===== src/rtl/iir2s_pkg.sv =====
package iir2s_pkg;
  typedef enum logic {
    CH_LEFT  = 1'b0,
    CH_RIGHT = 1'b1
  } chan_e;

  localparam int unsigned TAG_RESET = 0;
endpackage


===== src/rtl/iir2s_hist.sv =====
module iir2s_hist #(
  parameter int DW    = 16,
  parameter int DEPTH = 3
) (
  input  logic                 clk,
  input  logic                 rst_n,
  input  logic signed [DW-1:0] d_in,
  output logic signed [DW-1:0] d_tail
);
  logic signed [DW-1:0] stage_q [DEPTH];
  logic signed [DW-1:0] stage_d [DEPTH];

  for (genvar g = 0; g < DEPTH; g++) begin : g_stage
    if (g == 0) begin : g_head
      always_comb stage_d[g] = d_in;
    end else begin : g_body
      always_comb stage_d[g] = stage_q[g-1];
    end

    always_ff @(posedge clk or negedge rst_n) begin
      if (!rst_n) stage_q[g] <= '0;
      else        stage_q[g] <= stage_d[g];
    end
  end

  assign d_tail = stage_q[DEPTH-1];
endmodule


===== src/rtl/iir2s_fb.sv =====
module iir2s_fb #(
  parameter int DW   = 16,
  parameter int CW   = 16,
  parameter int FRAC = 14,
  parameter logic signed [CW-1:0] COEF = 16'sd13107,
  localparam int PW  = DW + CW,
  localparam int FBW = PW + 1 - FRAC
) (
  input  logic signed [DW-1:0]  y_old,
  output logic signed [FBW-1:0] fb
);
  logic signed [PW-1:0] prod;
  logic signed [PW:0]   biased;

  always_comb begin
    prod   = y_old * COEF;
    biased = PW'(prod) + (PW+1)'(1 <<< (FRAC-1));
    fb     = biased[PW:FRAC];
  end
endmodule


===== src/rtl/iir2s_top.sv =====
module iir2s_top #(
  parameter int DW    = 16,
  parameter int CW    = 16,
  parameter int FRAC  = 14,
  parameter logic signed [CW-1:0] COEF = 16'sd13107,
  parameter int SLOW  = 2,
  parameter int ORDER = 2
) (
  input  logic                 clk,
  input  logic                 rst_n,
  input  logic                 in_ch,
  input  logic signed [DW-1:0] in_data,
  output logic                 out_ch,
  output logic signed [DW-1:0] out_data
);
  import iir2s_pkg::*;

  localparam int LOOP   = SLOW * ORDER;
  localparam int HDEPTH = LOOP - 1;
  localparam int FBW    = DW + CW + 1 - FRAC;
  localparam int SW     = FBW + 1;
  localparam logic signed [SW-1:0] YMAX = SW'((1 <<< (DW-1)) - 1);
  localparam logic signed [SW-1:0] YMIN = -SW'(1 <<< (DW-1));

  logic signed [FBW-1:0] fb_q, fb_d;
  logic signed [SW-1:0]  sum;
  logic signed [DW-1:0]  y_new, tail;
  chan_e                 ch_q, ch_d;
  logic signed [DW-1:0]  out_q, out_d;

  always_comb begin
    sum = SW'(in_data) + SW'(fb_q);
    if (sum > YMAX)      y_new = YMAX[DW-1:0];
    else if (sum < YMIN) y_new = YMIN[DW-1:0];
    else                 y_new = sum[DW-1:0];
  end

  iir2s_hist #(.DW(DW), .DEPTH(HDEPTH)) i_hist (
    .clk    (clk),
    .rst_n  (rst_n),
    .d_in   (y_new),
    .d_tail (tail)
  );

  iir2s_fb #(.DW(DW), .CW(CW), .FRAC(FRAC), .COEF(COEF)) i_fb (
    .y_old (tail),
    .fb    (fb_d)
  );

  always_comb begin
    out_d = y_new;
    ch_d  = chan_e'(in_ch);
  end

  always_ff @(posedge clk or negedge rst_n) begin
    if (!rst_n) begin
      fb_q  <= '0;
      out_q <= '0;
      ch_q  <= chan_e'(TAG_RESET);
    end else begin
      fb_q  <= fb_d;
      out_q <= out_d;
      ch_q  <= ch_d;
    end
  end

  assign out_data = out_q;
  assign out_ch   = ch_q;
endmodule


===== config.mk =====
export PLATFORM = sky130hd
export DESIGN_NAME = iir2s_top
export DESIGN_NICKNAME = d
export VERILOG_FILES = /design/src/rtl/iir2s_pkg.sv /design/src/rtl/iir2s_hist.sv /design/src/rtl/iir2s_fb.sv /design/src/rtl/iir2s_top.sv
export SDC_FILE = /design/constraint.sdc
export NUM_CORES = 1
export LEC_CHECK = 0
export ABC_AREA = 1
export CORE_UTILIZATION = 65
export DETAILED_ROUTE_END_ITERATION = 12
export PLACE_DENSITY = 0.85
export SYNTH_ARGS = -nofsm -noshare
export SYNTH_HDL_FRONTEND = slang
export SYNTH_SLANG_ARGS = --single-unit

===== constraint.sdc =====
create_clock -name clk -period 7.45 [get_ports clk]
set_input_delay 0.745 -clock clk [delete_from_list [all_inputs] [get_ports clk]]
set_output_delay 0.745 -clock clk [all_outputs]
set_load 0.03 [all_outputs]

==> flow_metrics.tcl <==
set metrics [dict create \
    regToRegSetupSlack_ns 2.10 \
    core_area_mm2 0.01206 \
    r2r_cells 18 \
    hold_buffers 0 \
    synth-compound-area-share_pct 8.076 \
    ys_ff_latch 67 \
    drtAntennaViolNets 0 \
    antenna_found_initial 0 \
    die_h_um 113.3 \
    cts.sinks 67 \
    num_io_pins 36 \
    synth_adder_area_share_pct 38.17 \
    period_needed_ns 5.345 \
    port-buffer-count 35 \
    synth_cell_type_count 35 \
    antenna_cells 0 \
    async_reset_ff_share_pct 100.0 \
    cts_resized 0 \
    synth_simple_gate_area_share_pct 15.41 \
    final_common_cell "inv_1" \
    initial_core_util_pct 66.79 \
    start_kind "flop" \
    final.setup_skew_ns 0.009537 \
    drt_pass1_iterations 6 \
    reg2reg_to "fb_q[6]" \
    cp_max_fo 4 \
    syn_inst 961 \
    layout_common_cells "203 x inv_1, 186 x nand2_1, 129 x ha_1, 73 x fa_1, 67 x dfrtp_1" \
    cts-root-buf "clkbuf_16" \
    numCtsBuffers 9 \
    crit_arrival_ns 5.61 \
    holdPathEnd "i_hist.d_tail[12]" \
    min_path_cells 0 \
    num_vias 6361 \
    cts_tree "done" \
    hold_class "flop to flop" \
    area_growth_pct 8.930 \
    drc_errors 0 \
    grt_max_degree 68 \
    synth_mux_area_share_pct 0.1398 \
    setup_viol 0 \
    tightest_slew_ns 0.8377 \
    critPathCaptureType "flop" \
    synth_xor_area_share_pct 5.933 \
    grt_pass1_wl_um 32540 \
    finalCritPeriodShare_pct 71.75 \
    slew_headroom_pct 44.16 \
    overflow 0 \
    synth_top_family_by_area "adder cells" \
    yosys_warnings 0 \
    wl_per_cell_um 16.41 \
    slew_viol_final 0 \
    hold_viol 0 \
    cap_violations 0 \
    dp_hpwl_um 15620 \
    cp_cell_sequence "ha_1 > inv_1 > fa_1 > inv_1 > fa_1 > fa_1 > fa_1 > inv_1 > fa_1 > inv_1 > ha_1 > nand2_1 > nor2_1 > inv_1 > o21ai_0 > a21oi_1 > o21ai_0 > xor2_1" \
    min_from "i_hist.stage_d[12]" \
    r2r-start "i_hist.d_tail[1]" \
    h-tree-depth 3 \
    die_area_mm2 0.01284 \
    synth_edf_count 0 \
    clock_latency_ns 0.35 \
    netlist_area_mm2 0.008056 \
    status "completed" \
    cp_slowest_cell "fa_1" \
    syn_nets 1182 \
    dr.first_iter.drc_count 500 \
    syn_avg_cell_area_um2 8.383 \
    nets 1210 \
    max_stage_delay_ns 0.57 \
    routed_wl_um 19060 \
    clk_path_buf_depth 2 \
    final.setup.tns_ns 0 \
    grtUsageTotal_pct 33.23 \
    fmax_mhz 187.1 \
    crit_type "flop to flop" \
    synth_ff_type "dfrtp_1" \
    routabilityCongestion 0.9389 \
    clkTransAtPathRegs_ns 0.07 \
    ys_seq_area_share_pct 20.81 \
    postCtsSetupBuffers 0 \
    finish.utilization_pct 72.76 \
    vias_per_cell 5.474 \
    dieWidth_um 113.3 \
    rsz0062_at_grt "false" \
    grt_pass1_vias 6883 \
    crit_required_ns 7.71 \
    drive_above_1_share_pct 3.622 \
    num_rows 40 \
]
[metal layers]
metal  wire length [µm]  part of all wire (%)  vias to the layer above  global-route usage [%]
met5                  0                     0                        -                       0
met4                646                   3.4                        0                   13.77
met2               9260                    49                      215                   56.61
li1                   -                     -                     3043                       -
met3               1101                   5.8                       60                   5.999
met1               8054                    42                     3043                   41.86
[critical path: cells and delay by family (launching register included)]
| kind | cells | cell delay (ns) |
|---|---|---|
| xor gates and xnor gates | 1 | 0.21 |
| and+or+nand+nor | 2 | 0.31 |
| adders and majority gates | 7 | 3.34 |
| buffers and inverters | 5 | 0.37 |
| DFF | 1 | 0.41 |
| AOI/OAI and AO/OA | 3 | 0.61 |
[worst max-delay path by stage]
stage	slack, ns	cells past startpoint	end	startpoint
2_1_floorplan	2.65	21	fb_q[17]	i_hist.d_tail[7]
3_3_place_gp	2.28	19	fb_q[11]	i_hist.d_tail[14]
3_5_place_dp	2.21	17	fb_q[11]	i_hist.d_tail[4]
4_1_cts	2.18	17	fb_q[11]	i_hist.d_tail[4]
5_1_grt	1.76	21	fb_q[15]	i_hist.d_tail[4]
6_report	2.10	18	fb_q[6]	i_hist.d_tail[1]
[logic make-up after synthesis]
kind of cell / Yosys count
and+or+nand+nor: 296
buffers and inverters: 226
adders and majority gates: 202
AOI/OAI and AO/OA: 116
DFF: 67
xor gates and xnor gates: 53
muxes: 1
[synthesized netlist by cell type (all sizes together) (6+ instances only)]
cell | number | share of area (%)
o21ai | 35 | 2.3
o21bai | 13 | 1.2
nor2 | 50 | 2.3
nor3 | 7 | 0.43
dfrtp | 67 | 21
buf | 19 | 1.8
a21o | 6 | 0.56
a21oi | 56 | 3.5
xnor2 | 21 | 2.3
inv | 205 | 9.6
xor2 | 31 | 3.4
fa | 73 | 18
nand3 | 38 | 2.7
ha | 129 | 20
nand2 | 189 | 9.0
[registers in the layout (all words and copies together), names as in the netlist]
signal          flops
i_hist.stage_d     32
out_ch              1
i_hist.d_tail      16
fb_q               18
[stage by stage]
step	worst slack [ns]	hold slack [ns]	instances	cell area [µm²]
floorplan	2.646	0.3312	961	8056
global placement	2.279	0.3310	1146	8477
detailed placement	2.207	0.3347	1146	8477
CTS	2.177	0.3476	1162	8776
global route	1.759	0.3586	1162	8776
finish	2.105	0.3475	1162	8776
[area by class of cell]
class,count,area [µm²]
Multi-Input combinational cell,668,5456
Fill cell,869,3286
Sequential cell,67,1677
Inverter,206,773.2
Timing Repair Buffer,37,360.3
Clock buffer,9,225.2
Tap cell,168,210.2
Clock inverter,7,73.82
Power is not shown: default switching activity piles up to over one toggle a cycle in this logic, so the estimate is an artifact.
